===== src/rtl/bpwp_dbg.sv =====
module bpwp_dbg #(
  parameter int W = 32
) (
  input  logic         clk,
  input  logic         rst_n,
  input  logic         cfg_we,
  input  logic [4:0]   cfg_addr,
  input  logic [W-1:0] cfg_wdata,
  input  logic         if_valid,
  input  logic [W-1:0] if_addr,
  input  logic [W-1:0] if_data,
  input  logic         insn_retire,
  input  logic         da_valid,
  input  logic         da_write,
  input  logic [W-1:0] da_addr,
  input  logic [W-1:0] da_data,
  input  logic         ext_dbg_req,
  output logic         core_halt,
  output logic         dbg_exc,
  output logic [2:0]   hit_status
);
  localparam int NU = 2;

  logic [W-1:0] a_val [NU];
  logic [W-1:0] a_msk [NU];
  logic [W-1:0] d_val [NU];
  logic [W-1:0] d_msk [NU];
  logic [4:0]   ctl   [NU];
  logic         mon_mode;
  logic         halted;
  logic         step_arm;
  logic         exc_q;
  logic [2:0]   status;
  logic [NU-1:0] hit;

  for (genvar u = 0; u < NU; u++) begin : g_unit
    logic         is_wp;
    logic         vld;
    logic         dir_ok;
    logic [W-1:0] ca;
    logic [W-1:0] cd;
    assign is_wp  = ctl[u][1];
    assign vld    = is_wp ? da_valid : if_valid;
    assign dir_ok = !is_wp || (da_write ? ctl[u][3] : ctl[u][2]);
    assign ca     = is_wp ? da_addr : if_addr;
    assign cd     = is_wp ? da_data : if_data;
    assign hit[u] = ctl[u][0] && vld && dir_ok &&
                    (((ca ^ a_val[u]) & ~a_msk[u]) == '0) &&
                    (!ctl[u][4] || (((cd ^ d_val[u]) & ~d_msk[u]) == '0));
  end

  logic cmd_wr, run_c, halt_c, step_c, clr_c, trig, halt_set;
  assign cmd_wr   = cfg_we && (cfg_addr == 5'd1);
  assign run_c    = cmd_wr && cfg_wdata[0];
  assign halt_c   = cmd_wr && cfg_wdata[1];
  assign step_c   = cmd_wr && cfg_wdata[2] && halted;
  assign clr_c    = cfg_we && (cfg_addr == 5'd2);
  assign trig     = (|hit) || ext_dbg_req;
  assign halt_set = (trig && !mon_mode) || halt_c || (step_arm && insn_retire);

  always_ff @(posedge clk) begin
    if (!rst_n) begin
      for (int u = 0; u < NU; u++) begin
        a_val[u] <= '0;
        a_msk[u] <= '0;
        d_val[u] <= '0;
        d_msk[u] <= '0;
        ctl[u]   <= '0;
      end
      mon_mode <= 1'b0;
    end else if (cfg_we) begin
      if (cfg_addr == 5'd0) mon_mode <= cfg_wdata[0];
      for (int u = 0; u < NU; u++) begin
        if (cfg_addr[4:3] == 2'(u + 1)) begin
          case (cfg_addr[2:0])
            3'd0: a_val[u] <= cfg_wdata;
            3'd1: a_msk[u] <= cfg_wdata;
            3'd2: d_val[u] <= cfg_wdata;
            3'd3: d_msk[u] <= cfg_wdata;
            3'd4: ctl[u]   <= cfg_wdata[4:0];
            default: ;
          endcase
        end
      end
    end
  end

  always_ff @(posedge clk) begin
    if (!rst_n) begin
      halted   <= 1'b0;
      step_arm <= 1'b0;
      exc_q    <= 1'b0;
      status   <= '0;
    end else begin
      if (halt_set)            halted <= 1'b1;
      else if (run_c || step_c) halted <= 1'b0;
      if (step_c && !halt_set) step_arm <= 1'b1;
      else if (insn_retire || halt_set || run_c) step_arm <= 1'b0;
      exc_q  <= trig && mon_mode;
      status <= (clr_c ? 3'b000 : status) | {ext_dbg_req, hit};
    end
  end

  assign core_halt  = halted;
  assign dbg_exc    = exc_q;
  assign hit_status = status;
endmodule


===== config.mk =====
export PLATFORM = sky130hd
export DESIGN_NAME = bpwp_dbg
export DESIGN_NICKNAME = d
export VERILOG_FILES = /design/src/rtl/bpwp_dbg.sv
export SDC_FILE = /design/constraint.sdc
export NUM_CORES = 1
export LEC_CHECK = 0
export CORE_AREA = 8 8 156 158
export DETAILED_ROUTE_END_ITERATION = 10
export DIE_AREA = 0 0 164 166
export DONT_BUFFER_PORTS = 1
export GPL_ROUTABILITY_DRIVEN = 0
export GPL_TIMING_DRIVEN = 0
export PLACE_DENSITY = 0.82
export SLEW_MARGIN = 10
export SYNTH_ARGS = -nofsm -noshare
export SYNTH_HDL_FRONTEND = slang
export SYNTH_SLANG_ARGS = --single-unit

===== constraint.sdc =====
create_clock -name clk -period 13.59 [get_ports clk]
set_input_delay 2.718 -clock clk [delete_from_list [all_inputs] [get_ports clk]]
set_output_delay 2.718 -clock clk [all_outputs]
set_load 0.1 [all_outputs]

# Word level (Yosys, flattened, before mapping)
# Memory sizes are Yosys's and may differ from the RTL's.
# Cells that the tools add are included.
# word_totals
register_bits,7
mem_bits_rw,266
in_bits,173
output_inout_bits,5
word_cells,154
memories,5
# classes
eq_ne,8
muxes,69
bitwise_logic,23
n_reduce_logical,44
# mem_list
name,depth,word_bits,read_ports,rd_clocked_by_memory_dff,wr,line_no,rtl
a_msk,2,32,2,0,2,25,logic [W-1:0] a_msk [NU];
a_val,2,32,2,0,2,24,logic [W-1:0] a_val [NU];
d_msk,2,32,2,0,2,27,logic [W-1:0] d_msk [NU];
d_val,2,32,2,0,2,26,logic [W-1:0] d_val [NU];
ctl,2,5,2,0,2,28,logic [4:0] ctl [NU];
# op_table
cell,count
$mux W32,12
$and A32 B32 Y32,4
$logic_not A32 Y1,4
$not A32 Y32,4
$xor A32 B32 Y32,4
$mux W1,54
$logic_and A1 B1 Y1,18
$logic_or A1 B1 Y1,10
$mux W5,2
$or A1 B1 Y1,10
$eq A3 B2 Y1 const B,2
$logic_not A1 Y1,6
$eq A5 B1 Y1 const B,1
$eq A5 B2 Y1 const B,1
$logic_not A5 Y1,1
$reduce_bool A2 Y1,2
$eq A3 B1 Y1 const B,1
$eq A3 B3 Y1 const B,1
$logic_not A3 Y1,1
$mux W3,1
$or A3 B3 Y3,1
$eq A2 B1 Y1 const B,1
$eq A2 B2 Y1 const B,1
$reduce_and A2 Y1,1
$reduce_or A2 Y1,1

# Depth between registers and ports, before layout
# Gate-level depths: netlist (run 1).
# depth
ltp_word,15
ltp_mapped,10
mapped_depth_nobuf,7

# Worst setup path after synthesis (run 1)
# Ideal clock, no wire load.
# synth_timing
path_kind,input -> register
startpoint,input cfg_addr[3]
endpoint,memory a_val[1][0] (netlist: a_val[0][32]) (enable)
setup_time_ns,0.470
arrival_ns,5.666
required_ns,13.120
setup_slack_ns,7.454
stages,3
n_path_buf,0
cell_sequence,nand4b_1 -> or2_2 -> o31ai_1
# synth_lines
element,line_no,rtl
from (decl),7,"input logic [4:0] cfg_addr,"
to (decl),24,

==> results of run 1 <==
final cells by class:
cell class / count / share of cell area
flip-flops and latches: 273 / 0.571
multi-input cells: 591 / 0.320
clock buffers: 36 / 0.0498
well taps: 285 / 0.0250
repair buffers: 9 / 0.0141
plain buffers: 29 / 0.0134
clock inverters: 11 / 0.00527
inverters: 5 / 0.00132
diodes: 2 / 0.000352
state kept, by name, indices dropped and copies added (netlist names):
| register | count |
|---|---|
| a_msk | 64 |
| step_arm | 1 |
| d_msk | 64 |
| core_halt | 1 |
| a_val | 64 |
| ctl | 10 |
| hit_status | 3 |
| d_val | 64 |
| dbg_exc | 1 |
| mon_mode | 1 |
path summary, 6_finish.rpt:
kind | start | to | depth (start not counted)
max reg2reg | ctl[0][1]$_DFFE_PP_ | step_arm$_SDFFE_PN0P_ | 10
max | cfg_addr[3] | a_val[0][28]$_DFFE_PP_ | 6
min | mon_mode$_SDFFE_PN0P_ | dbg_exc$_SDFF_PN0_ | 2
min reg2reg | mon_mode$_SDFFE_PN0P_ | dbg_exc$_SDFF_PN0_ | 2
cell usage in the layout, fill, tap and decap left out, types with 3 or more instances in the layout:
master     count
buf_16         4
a21oi_1        4
nand2b_1       4
buf_4          7
nor4_1        10
o21ai_4        6
nor2_1        47
nand2_1        6
o21ai_0        5
clkbuf_1      22
buf_6          7
a22oi_1        3
inv_1          5
clkinv_2       6
clkbuf_16     27
clkinv_1       4
xor2_1        94
o2111ai_1     12
nor3_1         3
mux2i_1      164
buf_12         3
and2_1       133
edfxtp_1     266
o22ai_1       42
dfxtp_1        7
nor2b_1       35
worst reg2reg max path: stages (launching register included):
cell and delay (ps):
edfxtp_1 320, buf_2 130, buf_6 210, buf_6 270
mux2i_1 350, mux2i_1 270, o2111ai_1 150, nor4_1 470
a41o_1 370, a22oi_2 140, a21o_1 170
where the power goes:
part	total, W	internal, W	switching (W)	leakage, nW
registers	0.000992	0.000970	0.0000223	2.59
clock network	0.000682	0.000383	0.000299	0.387
logic	0.000174	0.0000709	0.000103	2.35
total	0.00185	0.00142	0.000424	5.33
per-layer routing:
metal / vias to the layer above / part of all wire / track usage
met4: 2 / 0.046 / 0.106
met3: 84 / 0.13 / 0.0992
met2: 442 / 0.48 / 0.415
met1: 3833 / 0.35 / 0.298
li1: 3423 / - / -
met5: - / 0.00037 / 0
per-stage QoR:
step           hold slack [ps]  instance area (um^2)  power (W)
2_1_floorplan              439                 12800    0.00112
3_3_place_gp               467                 13200    0.00117
3_5_place_dp               470                 13400    0.00118
4_1_cts                    485                 14200    0.00185
5_1_grt                    496                 14200    0.00189
6_report                   487                 14200    0.00185
cell families after synthesis:
family,after synthesis,synth area share
xor gates and xnor gates,94,0.0643
DFF,273,0.635
muxes,164,0.128
buffers and inverters,34,0.0163
and+or+nand+nor,248,0.111
AOI/OAI and AO/OA,85,0.0452
==> key figures, run 1 <==
Synthesis
  • Synth Area per Inst: 14.3 um^2
  • Dominant register cell in the synthesized netlist: edfxtp_1
  • Post-synthesis cell type count: 36
  • Fraction of registers with async set or reset after synthesis: 0
  • Yosys synthesis warning count: 0
  • EDFF count, synth: 266
  • Most common cell in the netlist: edfxtp_1
  • Net count after synthesis: 1,071
  • Flops & latches, synth: 273
  • Sequential-to-total area share from yosys stat: 0.635
  • Cell type contributing the most total cell area after synthesis: edfxtp_1
  • Synth top cells by count: 266 x edfxtp_1, 164 x mux2i_1, 133 x and2_1
  • Top-area cell type share of the netlist area: 0.624
  • Mapped Area: 12,800 um^2
  • Gate count after technology mapping: 898
  • Largest cells by area after synthesis: edfxtp_1 62%, mux2i_1 13%, and2_1 6.5%

STA
  • Part of the cycle the worst path needs: 0.348
  • Worst Setup Slack, final: 8860 ps
  • Setup Total Neg Slack: 0 ps
  • Number of failing setup endpoints in the final timing report: 0
  • Setup repair after global routing missed its margin: no
  • Peak Freq: 0.211 GHz
  • Shortest clock period the worst path allows after layout: 4730 ps
  • Worst-margin pin slew: 1000 ps
  • Number of slew-limit violations in the final report: 0
  • Maximum clock skew at final layout: 13.3 ps
  • Final Hold Viols: 0
  • Headroom to the max-slew limit: 0.329

Placement
  • IO buf count: 0
  • Total instance count after detailed placement: 1,192
  • Half-perimeter wire length of the detailed placement result: 25,800 um
  • Setup slack after placement: 8380 ps

CTS
  • Clk sinks: 273
  • Cts-stage hold buffer count: 0
  • Clock tree root buffer cell: clkbuf_16
  • Clock-pin transition on the worst setup and hold timing paths: 60 ps
  • Count of instances resized after the clock tree is built: 0
  • Maximum count of clock buffers along a single path: 3
  • Maximum level of the CTS H-tree: 1
  • Worst skew pair latency: 530 ps
  • Number of buffers inserted during clock tree synthesis: 27
  • TritonCTS clock tree: yes
  • Number of buffers inserted by post-CTS setup repair: 0

Floorplan
  • Area of the die: 27,200 um^2
  • Die H: 166 um
  • Starting density of the core: 0.580
  • I/O pin count: 178
  • Area inside the core boundary: 22,100 um^2
  • Placement row count: 55
  • Die Span X: 164 um

Layout
  • Final cell count without fillers: 1,241
  • Sequential standard cell area: 8130 um^2
  • Net count, final: 1,109
  • Layout cell share with drive strength beyond 1: 0.0734
  • Count of filler cells inserted in the layout: 1,531
  • Area overhead of the layout relative to synthesis: 11.2%
  • Final Core Density: 0.644
  • Area of combinational cells with multiple inputs: 4550 um^2

Routing
  • Number of design rule violations left after detail routing: 0
  • Count of nets left with antenna violations after detail routing: 0
  • Total number of vias: 7,784
  • Per-cell via count in the routed design: 6.27
  • Total length of routed wires: 35,500 um
  • Number of DRC markers after the initial detailed-route iteration: 655
  • Wire length per cell after detailed routing: 28.6 um
  • First drt pass iteration count: 5

Critical path
  • Cell breakdown of the critical path: nand4b_1 -> or2_2 -> a21boi_0 -> nor3_1 -> clkbuf_1 -> and2_1
  • Crit-path leading delay family: simple AND/OR/NAND/NOR gates
  • Worst Setup End Kind: register
  • Buffers and inverters on the worst path: 1
  • CP max-delay cell: nor3_1
  • Startpoint class of the critical path: input port
  • CP Data Required Time: 13,970 ps
  • Minimum setup slack among reg-to-reg paths: 10,630 ps
  • WS Path Type: in2reg
  • Arrival time of data at the critical path endpoint: 5110 ps
  • Maximum fanout count along the critical path: 10
  • Crit-path max cell delay: 590 ps

GRT
  • Total global routing track utilization: 0.256
  • Maximum number of pins on one net before global-route repair: 25
  • Initial antenna violation count: 2
  • Vias in the first global route: 8,036
  • First-pass GRT wire length: 50,600 um
  • Global-route congestion overflow total: 0

Flow run
  • Max Cap Viol: 0

Pwr
  • Pwr Density: 130 nW/um^2
  • Total leakage power: 5.33 nW
  • Worst IR Drop VDD: 0.114 mV

Status
  • Status: complete, no violations

Hold path
  • Worst hold path type: reg2reg
Power figures use the tool's default switching activity.
==> inputs of run 2 (changes only) <==
Settings changed: ABC_AREA from default to 1, CORE_AREA 8 8 156 158 to 8 8 161 163, DIE_AREA 0 0 164 166 to 0 0 169 171, PLACE_DENSITY 0.82 to 0.83.
Clock period 13.59 ns to 4.39 ns, I/O delays scaled along.
==> run 2 against run 1 <==
Design area is 8.6% higher; flip-flop and latch count unchanged; first-iteration DRC count increased by 120%; non-clock buffer count up 12; critical path type is now reg2reg; critical endpoint is now step_arm$_SDFFE_PN0P_; highest routed layer unchanged.
==> key figures, run 2 <==
Critical path
  • Cell breakdown of the critical path: inv_2 -> clkbuf_1 -> nand2_1 -> nand2_1 -> nand2_1 -> nand3b_1 -> nand2_1 -> nor2_1 -> nand2_1 -> nor2_1 -> nand2_1 -> nand2_1 -> nand2_1 -> nand3_2 -> nand2_1 -> and3_1
  • Crit-path leading delay family: simple AND/OR/NAND/NOR gates
  • Worst R2R Path Depth: 16
  • CP Data Required Time: 4830 ps
  • Reg2Reg Capture Point: step_arm$_SDFFE_PN0P_
  • Maximum fanout count along the critical path: 10
  • Minimum setup slack among reg-to-reg paths: 1550 ps
  • WS Path Type: reg2reg
  • Startpoint of the worst-slack reg-to-reg timing path: ctl[0][6]$_DFFE_PP_
  • Startpoint class of the critical path: register
  • Cell repeated most along the worst path: nand2_1
  • Worst Setup End Kind: register
  • Buffers and inverters on the worst path: 2
  • Arrival time of data at the critical path endpoint: 3270 ps
  • CP max-delay cell: clkbuf_1
  • Crit-path max cell delay: 650 ps

Floorplan
  • Die H: 171 um
  • I/O pin count: 178
  • Area inside the core boundary: 23,300 um^2
  • Die Span X: 169 um
  • Placement row count: 56
  • Area of the die: 28,900 um^2
  • Starting density of the core: 0.594

Synthesis
  • Top-area cell type share of the netlist area: 0.578
  • Net count after synthesis: 1,725
  • Synth top cells by count: 614 x nand2_1, 266 x edfxtp_1, 190 x nor2_1
  • Gate count after technology mapping: 1,552
  • Proportion of synthesized area in mux cells: 0
  • Largest cells by area after synthesis: edfxtp_1 58%, nand2_1 17%, nand3b_1 8.6%
  • Post-synthesis cell type count: 28
  • Flops & latches, synth: 273
  • Yosys synthesis warning count: 0
  • Most common cell in the netlist: nand2_1
  • Share of synthesized cell area in full adder, half adder and majority cells: 0
  • Cell type contributing the most total cell area after synthesis: edfxtp_1
  • Fraction of registers with async set or reset after synthesis: 0
  • Simple logic cell fraction of the synthesized area: 0.337
  • Dominant register cell in the synthesized netlist: edfxtp_1
  • Sequential-to-total area share from yosys stat: 0.588
  • EDFF count, synth: 266
  • Main combinational cell family by area after synthesis: simple AND/OR/NAND/NOR gates
  • Post-synthesis xor/xnor area fraction: 0.00127
  • Mapped Area: 13,800 um^2
  • Synth Area per Inst: 8.90 um^2
  • Compound-gate portion of the synthesized area: 0.0150

GRT
  • Maximum number of pins on one net before global-route repair: 28
  • Total global routing track utilization: 0.302
  • First-pass GRT wire length: 64,400 um
  • Vias in the first global route: 11,600
  • Global-route congestion overflow total: 0
  • Initial antenna violation count: 3

Pwr
  • Total leakage power: 6.76 nW
  • Worst IR Drop VDD: 0.367 mV
  • Fraction of power consumed by the clock network: 0.408
  • Power dissipated by switching net loads: 0.00152 W
  • Power share of the sequential group: 0.485
  • Gate power share: 0.107
  • Pwr Density: 409 nW/um^2
  • Net switching share of the total power: 0.240
  • Post-route total power: 0.00633 W
  • Internal power: 0.00481 W

CTS
  • Clk sinks: 273
  • Maximum level of the CTS H-tree: 1
  • Maximum count of clock buffers along a single path: 3
  • Count of instances resized after the clock tree is built: 0
  • Number of buffers inserted by post-CTS setup repair: 0
  • Clock-pin transition on the worst setup and hold timing paths: 70 ps
  • TritonCTS clock tree: yes
  • Number of buffers inserted during clock tree synthesis: 28
  • Clock tree root buffer cell: clkbuf_16
  • Cts-stage hold buffer count: 0
  • Worst skew pair latency: 540 ps

Routing
  • Total number of vias: 11,500
  • Per-cell via count in the routed design: 5.94
  • Number of DRC markers after the initial detailed-route iteration: 1,431
  • Count of nets left with antenna violations after detail routing: 0
  • Total length of routed wires: 44,400 um
  • Number of design rule violations left after detail routing: 0
  • Wire length per cell after detailed routing: 23.0 um
  • First drt pass iteration count: 6

STA
  • Setup Total Neg Slack: 0 ps
  • Peak Freq: 0.353 GHz
  • Headroom to the max-slew limit: 0.321
  • Number of slew-limit violations in the final report: 0
  • Maximum clock skew at final layout: 9.60 ps
  • Setup repair after global routing missed its margin: no
  • Final Hold Viols: 0
  • Worst-margin pin slew: 1020 ps
  • Number of failing setup endpoints in the final timing report: 0
  • Shortest clock period the worst path allows after layout: 2840 ps
  • Part of the cycle the worst path needs: 0.646

Layout
  • Leading cell types in the layout, fill and taps excluded: 606 x nand2_1, 266 x edfxtp_1, 190 x nor2_1
  • Layout cell share with drive strength beyond 1: 0.0565
  • Final cell count without fillers: 1,931
  • Net count, final: 1,763
  • Antenna cell count: 0
  • Area overhead of the layout relative to synthesis: 11.8%
  • Most common cell after layout, fill and taps aside: nand2_1

Hold path
  • Number of instances on the worst hold path: 2
  • Min-delay src: rst_n
  • Worst hold path type: in2reg
  • Worst Hold End: core_halt$_SDFFE_PN0P_

Placement
  • Total instance count after detailed placement: 1,879
  • Half-perimeter wire length of the detailed placement result: 31,400 um
  • IO buf count: 0

Flow run
  • Max Cap Viol: 0

Status
  • Status: complete, no violations
## run 2: power groups by stage
stage	clock (W)	sequential [W]	combinational, W
final	0.00258	0.00307	0.000676
after global routing	0.00267	0.00308	0.000735
after CTS	0.00257	0.00306	0.000661
after detailed placement	0	0.00312	0.000653
after global placement	0	0.00311	0.000601
after floorplan	0	0.00310	0.000436
## run 2: per-stage QoR
stage	hold WS (ps)	setup WS, ps	cell area (um^2)	utilization
after global routing	449	1530	15500	0.664
final	448	1550	15500	0.664
after CTS	430	1680	15500	0.664
after floorplan	432	1740	13800	-
after detailed placement	458	1460	14500	0.621
after global placement	461	842	14200	0.611
## run 2: how the worst max path moves through the flow
stage / slack, ps / from / to / cells past startpoint
3_5_place_dp: 1460 / rst_n / a_val[0][12]$_DFFE_PP_ / 6
6_report: 1550 / ctl[0][6]$_DFFE_PP_ / step_arm$_SDFFE_PN0P_ / 16
2_1_floorplan: 1740 / rst_n / a_val[0][32]$_DFFE_PP_ / 4
3_3_place_gp: 840 / rst_n / a_val[0][53]$_DFFE_PP_ / 4
4_1_cts: 1680 / ctl[0][6]$_DFFE_PP_ / step_arm$_SDFFE_PN0P_ / 16
5_1_grt: 1530 / ctl[0][6]$_DFFE_PP_ / step_arm$_SDFFE_PN0P_ / 16
## run 2: routing by layer
metal  global-route usage  wire length, um  vias to the layer above
li1                     -                -                     5158
met1                0.333            14400                     5304
met2                0.496            20100                      816
met3                0.122             7060                      195
met4                0.167             2820                        6
met5                    0               48                        -
## run 2: logic make-up after synthesis
kind of cell / count (synthesis)
AO/OA/AOI/OAI: 38
flip-flops: 273
buffers and inverters: 189
AND/OR/NAND/NOR: 1050
XOR/XNOR: 2
## run 2: final cells by class
class / instances / area (um^2)
flip-flops and latches: 273 / 8130
fillers: 1768 / 7810
multi-input cells: 1090 / 4910
clock buffers: 35 / 768
inverters: 147 / 554
well taps: 319 / 399
plain buffers: 42 / 250
clock inverters: 17 / 234
repair buffers: 8 / 213
==> inputs of run 3 (changes only) <==
Clock period 4.39 ns to 2.7 ns, I/O delays scaled along.
==> run 3 against run 2 <==
Setup slack lost 1400 ps; cell count is essentially flat; non-clock buffer count is the same; core utilization is essentially flat; global-route usage is essentially flat; sequential power grew 63%; first-iteration DRC count shrank 6.8%; combinational power grew 63%; via count is essentially flat; count of clock-buffer cells in the layout is the same; maximum frequency grew 9.8%; critical path type unchanged; critical endpoint unchanged.
==> key figures, run 3 (synthesized netlist as in run 2, its figures left out) <==
Layout
  • Net count, final: 1,763
  • Final cell count without fillers: 1,932
  • Most common cell after layout, fill and taps aside: nand2_1
  • Leading cell types in the layout, fill and taps excluded: 606 x nand2_1, 266 x edfxtp_1, 190 x nor2_1
  • Layout cell share with drive strength beyond 1: 0.0571
  • Area overhead of the layout relative to synthesis: 11.9%

Pwr
  • Gate power share: 0.107
  • Fraction of power consumed by the clock network: 0.409
  • Internal power: 0.00782 W
  • Net switching share of the total power: 0.240
  • Power share of the sequential group: 0.484
  • Worst IR Drop VDD: 0.598 mV
  • Total leakage power: 6.76 nW
  • Power dissipated by switching net loads: 0.00248 W
  • Pwr Density: 666 nW/um^2

Critical path
  • Maximum fanout count along the critical path: 10
  • Startpoint of the worst-slack reg-to-reg timing path: ctl[0][6]$_DFFE_PP_
  • Cell breakdown of the critical path: buf_4 -> buf_2 -> nand2_1 -> nand2_1 -> nand2_1 -> nand3b_1 -> nand2_1 -> nor2_1 -> nand2_1 -> nor2_1 -> nand2_1 -> nand2_1 -> nand2_1 -> nand3_2 -> nand2_1 -> and3_1
  • CP Data Required Time: 3140 ps
  • Minimum setup slack among reg-to-reg paths: 120 ps
  • WS Path Type: reg2reg
  • Startpoint class of the critical path: register
  • Worst R2R Path Depth: 16
  • Crit-path max cell delay: 380 ps
  • Cell repeated most along the worst path: nand2_1
  • CP max-delay cell: buf_2
  • Worst Setup End Kind: register
  • Arrival time of data at the critical path endpoint: 3020 ps
  • Reg2Reg Capture Point: step_arm$_SDFFE_PN0P_

Floorplan
  • Die Span X: 169 um
  • Area inside the core boundary: 23,300 um^2
  • Starting density of the core: 0.594
  • Placement row count: 56
  • Area of the die: 28,900 um^2
  • Die H: 171 um
  • I/O pin count: 178

Routing
  • Number of DRC markers after the initial detailed-route iteration: 1,333
  • Wire length per cell after detailed routing: 23.0 um
  • Per-cell via count in the routed design: 5.94
  • First drt pass iteration count: 5
  • Number of design rule violations left after detail routing: 0
  • Total number of vias: 11,500
  • Total length of routed wires: 44,400 um
  • Count of nets left with antenna violations after detail routing: 0

CTS
  • Clock-pin transition on the worst setup and hold timing paths: 70 ps
  • TritonCTS clock tree: yes
  • Number of buffers inserted by post-CTS setup repair: 0
  • Clock tree root buffer cell: clkbuf_16
  • Maximum level of the CTS H-tree: 1
  • Maximum count of clock buffers along a single path: 3
  • Clk sinks: 273
  • Number of buffers inserted during clock tree synthesis: 28
  • Worst skew pair latency: 550 ps

STA
  • Setup Total Neg Slack: 0 ps
  • Final Hold Viols: 0
  • Shortest clock period the worst path allows after layout: 2580 ps
  • Maximum clock skew at final layout: 11.0 ps
  • Setup repair after global routing missed its margin: no
  • Worst-margin pin slew: 1030 ps
  • Number of failing setup endpoints in the final timing report: 0
  • Headroom to the max-slew limit: 0.314
  • Worst Setup Slack, final: 117 ps
  • Peak Freq: 0.387 GHz
  • Part of the cycle the worst path needs: 0.957
  • Number of slew-limit violations in the final report: 0

Status
  • Status: complete, no violations

Hold path
  • Number of instances on the worst hold path: 2
  • Worst Hold End: core_halt$_SDFFE_PN0P_
  • Min-delay src: rst_n
  • Worst hold path type: in2reg

GRT
  • Maximum number of pins on one net before global-route repair: 28
  • Global-route congestion overflow total: 0
  • Initial antenna violation count: 3
  • Vias in the first global route: 11,600
  • First-pass GRT wire length: 64,400 um
  • Total global routing track utilization: 0.302

Flow run
  • Max Cap Viol: 0

Placement
  • Half-perimeter wire length of the detailed placement result: 31,400 um
  • IO buf count: 0
  • Total instance count after detailed placement: 1,879
  • Setup slack after placement: 50.4 ps
[run 3: changes by cell type in the layout (fill, tap and decap cells not counted), sizes merged]
cell   before  now
diode       0    1
[run 3: power groups by stage]
stage	Clock (W)	Combinational [W]	Sequential, W
after floorplan	0	0.000709	0.00504
after global placement	0	0.000977	0.00506
after CTS	0.00419	0.00107	0.00498
after global routing	0.00435	0.00120	0.00501
final	0.00421	0.00110	0.00499
after detailed placement	0	0.00106	0.00507
[run 3: per-stage QoR]
step           instance area, um^2  hold WS (ps)  total power, W  utilization
2_1_floorplan                13800           432         0.00575            -
3_3_place_gp                 14200           461         0.00604        0.611
3_5_place_dp                 14500           458         0.00613        0.621
4_1_cts                      15500          92.3          0.0102        0.664
5_1_grt                      15500           111          0.0105        0.665
6_report                     15500           108          0.0103        0.665
[run 3: final cells by class]
class / instances / area, um^2
Timing Repair Buffer: 8 / 213
Clock inverter: 17 / 234
Tap cell: 319 / 399
Antenna cell: 1 / 2.50
Inverter: 147 / 554
Buffer: 42 / 255
Multi-Input combinational cell: 1090 / 4910
Clock buffer: 35 / 768
Fill cell: 1767 / 7800
Sequential cell: 273 / 8130
[run 3: repair_timing]
item                                   in CTS  in global routing
resized for setup                           1                  1
gates cloned                                0                  0
hold buffers                                0                  0
endpoints found under the hold margin       0                  0
setup endpoints to repair                   1                  2
[run 3: worst max-delay path: cells and delay by family, from the launching register on]
kind,cells,cell delay [ps]
buffers and inverters,2,620
DFF,1,370
and+or+nand+nor,14,1490
[run 3: per-layer routing]
metal / up-vias / GRT usage / wire length [um]
li1: 5162 / - / -
met1: 5334 / 0.335 / 14500
met2: 803 / 0.498 / 20400
met3: 167 / 0.119 / 7010
met4: 4 / 0.165 / 2360
met5: - / 0 / 31
[run 3: worst max path at each step]
| stage | start | endpoint | slack (ps) | depth (start not counted) |
|---|---|---|---|---|
| global placement | rst_n | a_val[0][53]$_DFFE_PP_ | -510 | 4 |
| floorplan | rst_n | a_val[0][32]$_DFFE_PP_ | 390 | 4 |
| finish | ctl[0][6]$_DFFE_PP_ | step_arm$_SDFFE_PN0P_ | 120 | 16 |
| detailed placement | ctl[0][6]$_DFFE_PP_ | step_arm$_SDFFE_PN0P_ | 50 | 16 |
| global route | ctl[0][1]$_DFFE_PP_ | step_arm$_SDFFE_PN0P_ | 30 | 17 |
| CTS | ctl[0][6]$_DFFE_PP_ | step_arm$_SDFFE_PN0P_ | 190 | 16 |
